**src/rtl/keywdt.sv**
```systemverilog
module keywdt #(
  parameter int CNT_W = 32,
  parameter int WIN = 128,
  parameter logic [CNT_W-1:0] RST_TOVAL = 1000
) (
  input  logic        clk,
  input  logic        rst_n,
  input  logic        tick,
  input  logic        wr,
  input  logic [3:0]  addr,
  input  logic [31:0] wdata,
  output logic [31:0] rdata,
  output logic        rst_req
);
  localparam int WIN_W = $clog2(WIN + 1);
  localparam logic [3:0] A_CS = 4'h0, A_CNT = 4'h4, A_TO = 4'h8;
  localparam logic [15:0] UNL_LO = 16'hC520, UNL_HI = 16'hD928;
  localparam logic [15:0] REF_LO = 16'hA602, REF_HI = 16'hB480;

  typedef enum logic [1:0] {P_IDLE, P_UNL, P_REF} pend_t;

  logic             cmd32, en, upd, cfg_done;
  logic [1:0]       csel;
  logic [CNT_W-1:0] toval, cnt;
  logic [WIN_W-1:0] win;
  pend_t            pend, pend_nx;
  logic             do_unl, do_ref, bad;

  wire unl     = (win != '0);
  wire lockout = cfg_done & ~upd;
  wire wr_cs   = wr && addr == A_CS;
  wire wr_cnt  = wr && addr == A_CNT;
  wire wr_to   = wr && addr == A_TO;
  wire [15:0] half = wdata[15:0];
  wire hit = en && (cnt >= toval);

  always_comb begin
    do_unl  = 1'b0;
    do_ref  = 1'b0;
    bad     = 1'b0;
    pend_nx = pend;
    if (wr_cnt) begin
      pend_nx = P_IDLE;
      if (cmd32) begin
        do_unl = (wdata == {UNL_HI, UNL_LO});
        do_ref = (wdata == {REF_HI, REF_LO});
      end else begin
        case (pend)
          P_UNL: if (half == UNL_HI) do_unl = 1'b1; else bad = 1'b1;
          P_REF: if (half == REF_HI) do_ref = 1'b1; else bad = 1'b1;
          default:
            if (half == UNL_LO) pend_nx = P_UNL;
            else if (half == REF_LO) pend_nx = P_REF;
        endcase
      end
    end
  end

  always_ff @(posedge clk) begin
    if (!rst_n) begin
      cmd32    <= 1'b0;
      en       <= 1'b0;
      upd      <= 1'b1;
      cfg_done <= 1'b0;
      csel     <= 2'b00;
      toval    <= RST_TOVAL;
      cnt      <= '0;
      win      <= '0;
      pend     <= P_IDLE;
      rst_req  <= 1'b0;
    end else begin
      pend    <= wr_cs ? P_IDLE : pend_nx;
      rst_req <= hit || (en && bad);
      if (wr_cs && unl) begin
        cmd32    <= wdata[13];
        csel     <= wdata[9:8];
        en       <= wdata[7];
        upd      <= wdata[5];
        cfg_done <= 1'b1;
        win      <= '0;
      end else if (do_unl && !lockout) begin
        win <= WIN_W'(WIN);
      end else if (unl) begin
        win <= win - 1'b1;
      end
      if (wr_to && unl) toval <= wdata[CNT_W-1:0];
      if (!en || hit || do_ref) cnt <= '0;
      else if (tick) cnt <= cnt + 1'b1;
    end
  end

  always_comb begin
    case (addr)
      A_CS:    rdata = {18'b0, cmd32, 1'b0, unl, cfg_done, csel, en, 1'b0, upd, 5'b0};
      A_CNT:   rdata = 32'(cnt);
      A_TO:    rdata = 32'(toval);
      default: rdata = 32'h0;
    endcase
  end
endmodule


```
**config.mk**
```make
export PLATFORM = sky130hd
export DESIGN_NAME = keywdt
export DESIGN_NICKNAME = d
export VERILOG_FILES = /design/src/rtl/keywdt.sv
export SDC_FILE = /design/constraint.sdc
export NUM_CORES = 1
export LEC_CHECK = 0
export ABC_AREA = 1
export BUFFER_PORTS_ARGS = -buffer_cell sky130_fd_sc_hd__buf_2
export CAP_MARGIN = 20
export CORE_UTILIZATION = 55
export DETAILED_ROUTE_END_ITERATION = 16
export GPL_TIMING_DRIVEN = 0
export PLACE_DENSITY = 0.87
export SLEW_MARGIN = 20
export SYNTH_ARGS = -nofsm -noshare
export SYNTH_HDL_FRONTEND = slang
export SYNTH_SLANG_ARGS = --single-unit
export TNS_END_PERCENT = 20
```
**constraint.sdc**
```tcl
create_clock -name clk -period 2.15 [get_ports clk]
set_input_delay 0.215 -clock clk [delete_from_list [all_inputs] [get_ports clk]]
set_output_delay 0.215 -clock clk [all_outputs]
set_load 0.1 [all_outputs]
```
==> results_dict.tcl, run 1 <==
set metrics [dict create \
    powerDensity_nw_per_um2 655.2 \
    path_max_fanout 10 \
    ctsLongestPathBuffers 2 \
    utilization_pct 65.16 \
    die_area_um2 9845 \
    initial_core_util_pct 56.53 \
    rsz0062_at_grt "true" \
    clkTransAtPathRegs_ps 90 \
    fillers 809 \
    numCtsBuffers 9 \
    root_buffer "clkbuf_8" \
    synth_edf_count 0 \
    ctsHtreeMaxLevel 3 \
    ant_nets 0 \
    initialDrtViolationCount 292 \
    cp_cell_sequence "inv_2, ha_2, nand4_2, nor2_4, nand2_8, nand2_2, o221ai_2, buf_6" \
    slowest_stage "dfxtp_1" \
    fin_crit_sh_pct 98.48 \
    fp.dieH_um 99.22 \
    grt_max_degree 17 \
    async_reset_ff_share_pct 0 \
    drv_slew 0 \
    track_usage_pct 28.76 \
    diodes 0 \
    max_cap_viol_count 0 \
    pre_cts_slack_ps 0.2638 \
    regArea_um2 1622 \
    cts_tree "built" \
    clk_latency_ps 360 \
    place_congestion 0.9430 \
    whs_ps 114.3 \
    fin_crit_ps 2117 \
    yosysUniqueCellTypes 41 \
    max-slew-margin-rel_pct 56.79 \
    placed_area_um2 5710 \
    cts_hold_buf 0 \
    grt_pass1_vias 4899 \
    fin_skew_ps 8.820 \
    portBuffers 71 \
    netlist_area_um2 5199 \
    place_hpwl_um 10790 \
    grt_pass1_wl_um 22390 \
    clkSinkCount 81 \
    dieWidth_um 99.22 \
    antenna_found_initial 0 \
    dp_cells 961 \
    wl_um 13640 \
    crit_path_end_kind "output port" \
    ir_drop_v 0.0008514 \
    synth-seq-cells 81 \
    setup_viol 0 \
    synthFlopType "dfxtp_1" \
    worstSetupStartpointType "flop" \
    syn_avg_cell_area_um2 6.674 \
    ys_seq_area_share_pct 31.19 \
    hold_class "in2reg" \
    final_cell_area_um2 5992 \
    drive_gt1_share_pct 16.74 \
    syn_inst 779 \
    worst_pin_slew_ps 648.2 \
    p_leak_uw 0.002609 \
    viasPerCell 5.435 \
    path_buf_inv 2 \
    yosys_warnings 0 \
    drc 0 \
    nets 937 \
    crit_required_ps 1930 \
    wl_per_cell_um 13.96 \
    rows 35 \
    path_class "reg2out" \
    core-area_um2 9196 \
    syn_to_final_growth_pct 15.26 \
    status "finished, final reports clean" \
    max_freq_mhz 472.3 \
    syn-num-nets 855 \
    dr.pass1.iters 5 \
    final_cell_count_no_fill 977 \
    crit_arrival_ps 1900 \
    critPathTopFamily "simple AND/OR/NAND/NOR gates" \
    cp_slowest_stage_delay_ps 320 \
    io_pins 73 \
    grt_overflow_total 0 \
    worst_slack_ps 32.63 \
    hold_viol 0 \
    multiInputGateArea_um2 3073 \
    vias 5310 \
]
[worst paths after layout]
kind	start	to	slack, ps	depth (start not counted)
min reg2reg	pend[1]$_SDFFE_PP0P_	pend[1]$_SDFFE_PP0P_	500	2
max	win[0]$_SDFFE_PP0P_	rdata[11]	30	8
min	wdata[6]	toval[6]$_SDFFE_PN1P_	110	3
max reg2reg	cnt[19]$_SDFFE_PP0P_	cnt[16]$_SDFFE_PP0P_	140	11
[worst reg2reg max path, cell delays in order, from the launching register on]
cell and delay (ps):
dfxtp_1 470, ha_1 300, nand2_1 80, inv_1 50, nand2_1 70, nand2_1 50, nand2_1 60, nand2_1 50
a21oi_1 270, nand3_2 190, buf_2 230, nor2_1 120
[final cells by class]
class / count / share of cell area [%]
repair buffers: 71 / 6.411
flip-flops and latches: 81 / 27.06
clock buffers: 9 / 2.067
inverters: 113 / 7.120
multi-input cells: 566 / 51.28
clock inverters: 7 / 1.775
plain buffers: 19 / 1.963
well taps: 111 / 2.318
[placed cells by master (no fill, tap or decap), types with 13 or more instances in the layout]
master	n
nand2_1	162
nor2_1	124
inv_1	97
dfxtp_1	81
buf_2	65
a21oi_1	53
o21ai_1	42
ha_1	35
nand3_1	28
xor2_1	21
o22ai_1	17
inv_2	13
[synth_stat cells (2+ instances only)]
| cell | instances | share of area, % |
|---|---|---|
| and2_1 | 2 | 0.24 |
| nand3_1 | 28 | 2.7 |
| clkbuf_1 | 7 | 0.51 |
| o21a_1 | 2 | 0.29 |
| nand4_1 | 12 | 1.4 |
| dfxtp_1 | 81 | 31 |
| ha_1 | 36 | 8.7 |
| buf_6 | 4 | 0.87 |
| buf_4 | 3 | 0.43 |
| clkinv_1 | 2 | 0.14 |
| a21o_1 | 2 | 0.29 |
| xnor2_1 | 5 | 0.84 |
| nor3_1 | 12 | 1.2 |
| nand3_2 | 2 | 0.39 |
| o22ai_1 | 17 | 2.0 |
| nor3_2 | 2 | 0.39 |
| nand4_2 | 2 | 0.48 |
| nand2_1 | 164 | 12 |
| buf_2 | 4 | 0.39 |
| o21ai_1 | 37 | 3.6 |
| o221ai_1 | 3 | 0.51 |
| nor2_1 | 124 | 9.0 |
| o211ai_1 | 5 | 0.72 |
| nor2_4 | 2 | 0.43 |
| inv_2 | 12 | 0.87 |
| inv_1 | 98 | 7.1 |
| nand3b_1 | 2 | 0.29 |
| nor2_2 | 12 | 1.4 |
| a21oi_1 | 53 | 5.1 |
| o21ai_0 | 12 | 1.2 |
| nand2_4 | 2 | 0.43 |
| xor2_1 | 21 | 3.5 |
[stage by stage]
step	power [µW]	TNS, ps
after detailed placement	2587	0
after floorplan	2391	-7583
final	3926	0
after CTS	3903	0
after global routing	4094	-59.64
after global placement	2556	0
[cells by family after synthesis]
logic type | Yosys count | synth area share (%)
DFF | 81 | 31.19
buffers and inverters | 132 | 10.47
xor gates and xnor gates | 26 | 4.380
adders and majority gates | 36 | 8.664
muxes | 1 | 0.1925
and+or+nand+nor | 370 | 31.14
AOI/OAI and AO/OA | 133 | 13.96
[report_power, final]
| group | switching (µW) | internal (µW) |
|---|---|---|
| Sequential | 56.8 | 1600 |
| Clock | 632 | 679 |
| Combinational | 618 | 344 |
| Total | 1310 | 2620 |
[what timing repair did]
item | 4_1_cts | 5_1_grt
resized for setup | 8 | 9
endpoints found under the setup margin | 2 | 21
setup buffers | 0 | 0
pin swaps | 1 | 0
[registers in the layout, summed over array words and instances, names as in the netlist]
register / flops
cfg_done: 1
cmd32: 1
cnt: 32
csel: 2
en: 1
pend: 2
rst_req: 1
toval: 32
upd: 1
win: 8
[metal layers]
| layer | vias up | track usage (%) | part of all wire [%] |
|---|---|---|---|
| li1 | 2673 | - | - |
| met1 | 2376 | 37.07 | 43 |
| met2 | 217 | 47.33 | 46 |
| met3 | 44 | 3.935 | 7.5 |
| met4 | 0 | 14.25 | 3.4 |
| met5 | - | 0 | 0 |
No activity file was read; power rests on OpenSTA's default activity.
==> run 2: changes to the inputs <==
REMOVE_ABC_BUFFERS = 1   (was unset)
==> run 2 against run 1 <==
  * Power is 8.0% lower
  * Largest cell class unchanged
  * Clock skew is 4.6 ps higher
  * The run now ends with design-rule violations left
  * Clock power is 22% lower
  * Worst hold slack worse by 1.7 ps
  * Register-to-register slack hardly changed
  * Sequential power hardly changed
  * Cell count is 1.5% lower
  * Non-clock buffer count is 17 lower
==> results_dict.tcl, run 2 (synthesis results as in run 1) <==
set metrics [dict create \
    status "finished with violations" \
    violations "design-rule violations" \
    worstSetupStartpointType "input port" \
    top_layer_used "met4" \
    grt_pass1_wl_um 21890 \
    die_area_um2 9845 \
    final_cell_count_no_fill 962 \
    min_from "wdata[9]" \
    crit_arrival_ps 1880 \
    numCtsBuffers 9 \
    antenna_found_initial 0 \
    fp.dieH_um 99.22 \
    hold_class "in2reg" \
    final_cell_mix "nand2_1 (161), nor2_1 (124), inv_1 (97)" \
    path_buf_inv 3 \
    reg_top3 "cnt: 32 flops, toval: 32 flops, win: 8 flops" \
    ant_nets 0 \
    track_usage_pct 27.83 \
    core-area_um2 9196 \
    grt_pass1_vias 4860 \
    cp_common_cell "buf_2" \
    io_pins 73 \
    worst_hold_path.endpoint "toval[9]$_SDFFE_PN1P_" \
    ctsLongestPathBuffers 2 \
    max_freq_mhz 478.3 \
    min_path_cells 3 \
    path_max_fanout 19 \
    wl_um 13730 \
    ctsHtreeMaxLevel 3 \
    dp_cells 943 \
    setup_viol 0 \
    rr_startpoint "toval[31]$_SDFFE_PN0P_" \
    p_leak_uw 0.002533 \
    fin_crit_ps 2091 \
    root_buffer "clkbuf_8" \
    met2_length_um 6315 \
    powerDensity_nw_per_um2 617.0 \
    ir_drop_v 0.0006781 \
    initial_core_util_pct 56.53 \
    whs_ps 112.6 \
    wl_met1_um 5900 \
    portBuffers 72 \
    cts_tree "built" \
    grt_overflow_total 0 \
    mostFrequentLayoutCell "nand2_1" \
    place_congestion 0.9143 \
    worst_pin_slew_ps 609.4 \
    slowest_stage "buf_2" \
    cp_cell_sequence "buf_2, nor2_2, nand2_2, inv_4, nand2_1, o21ai_0, buf_2" \
    drc 2 \
    crit_required_ps 1930 \
    viasPerCell 5.484 \
    worst-r2r-setup-slack_ps 130 \
    cp_slowest_stage_delay_ps 480 \
    diodes 0 \
    dr.pass1.iters 11 \
    clkTransAtPathRegs_ps 80 \
    hold_viol 0 \
    rows 35 \
    wl_met3_um 1150 \
    initialDrtViolationCount 383 \
    fin_skew_ps 13.41 \
    crit_path_end_kind "output port" \
    drive_gt1_share_pct 15.86 \
    vias 5276 \
    rsz0062_at_grt "true" \
    place_hpwl_um 9922 \
    dieWidth_um 99.22 \
    final_cell_area_um2 5854 \
    fin_crit_sh_pct 97.23 \
    cts_hold_buf 0 \
    grt_max_degree 54 \
    nets 922 \
    clk_latency_ps 360 \
    max_cap_viol_count 0 \
    max-slew-margin-rel_pct 59.22 \
    syn_to_final_growth_pct 12.61 \
    r2r_cells 8 \
    path_class "in2out" \
    drv_slew 0 \
    clkSinkCount 81 \
    r2r_end "cnt[14]$_SDFFE_PP0P_" \
    critPathTopFamily "buffers and inverters" \
    wl_per_cell_um 14.27 \
    placed_area_um2 5580 \
]
==> run 2: cell types whose count changed in the layout (fill, tap and decap cells not counted), moves of 2 or more <==
cell,change
o221ai_2,-2
o21ai_0,+8
buf_4,-4
buf_6,-4
clkbuf_1,-6
bufinv_16,-2
inv_6,-4
o21ai_1,-5
o21ai_2,-3
o221ai_1,+2
nand3_4,+3
clkinv_2,+3
buf_2,-2
==> run 2: how the worst max path moves through the flow <==
stage                                    from        end  slack [ps]  cells after the start
final                                 addr[1]  rdata[12]          60                      7
after global placement                addr[1]   rdata[5]        -330                      7
after global routing      win[0]$_SDFFE_PP0P_  rdata[11]         -40                      8
after detailed placement              addr[1]   rdata[5]        -330                      7
after floorplan                       addr[1]  rdata[12]       -1050                      3
after CTS                 win[0]$_SDFFE_PP0P_  rdata[11]         -80                      8
==> run 2: final cells by class <==
cell class	count	area (µm²)
well taps	111	138.9
flip-flops and latches	81	1623
fillers	836	3342
repair buffers	73	394.1
multi-input cells	568	3097
clock buffers	11	141.4
inverters	113	429.2
clock inverters	5	31.28
==> run 2: where the power goes <==
part | internal (µW) | leakage (µW) | switching [µW]
registers | 1600 | 0.000656 | 55.6
clock network | 448 | 0.0000891 | 570
logic | 341 | 0.00179 | 602
==> run 2: routing by layer <==
layer	track usage [%]	up-vias
met5	0	-
met4	9.842	0
met3	5.411	39
met2	47.17	212
met1	35.31	2382
li1	-	2643
==> run 2: repair_timing <==
item | in CTS | in global routing
cloned | 0 | 2
gates resized for setup | 7 | 15
setup endpoints to repair | 53 | 42
pin swaps | 0 | 2
buffers inserted | 0 | 1
==> run 2: stage by stage <==
step | power, µW | setup slack (ps) | TNS (ps) | utilization [%]
2_1_floorplan | 2369 | -1050 | -18380 | -
3_3_place_gp | 2538 | -326.1 | -5995 | 60.68
3_5_place_dp | 2573 | -327.6 | -10720 | 60.68
4_1_cts | 3582 | -77.12 | -88.71 | 62.87
5_1_grt | 3794 | -36.59 | -36.59 | 63.66
6_report | 3612 | 59.46 | 0 | 63.66
==> run 2: worst register-to-register path, delay by kind of cell (launching register included) <==
| family | cells | cell delay [ps] |
|---|---|---|
| AO/OA/AOI/OAI | 3 | 650 |
| adder cells (fa/ha/maj) | 1 | 310 |
| buffers and inverters | 1 | 80 |
| flip-flops | 1 | 310 |
| AND/OR/NAND/NOR | 3 | 600 |
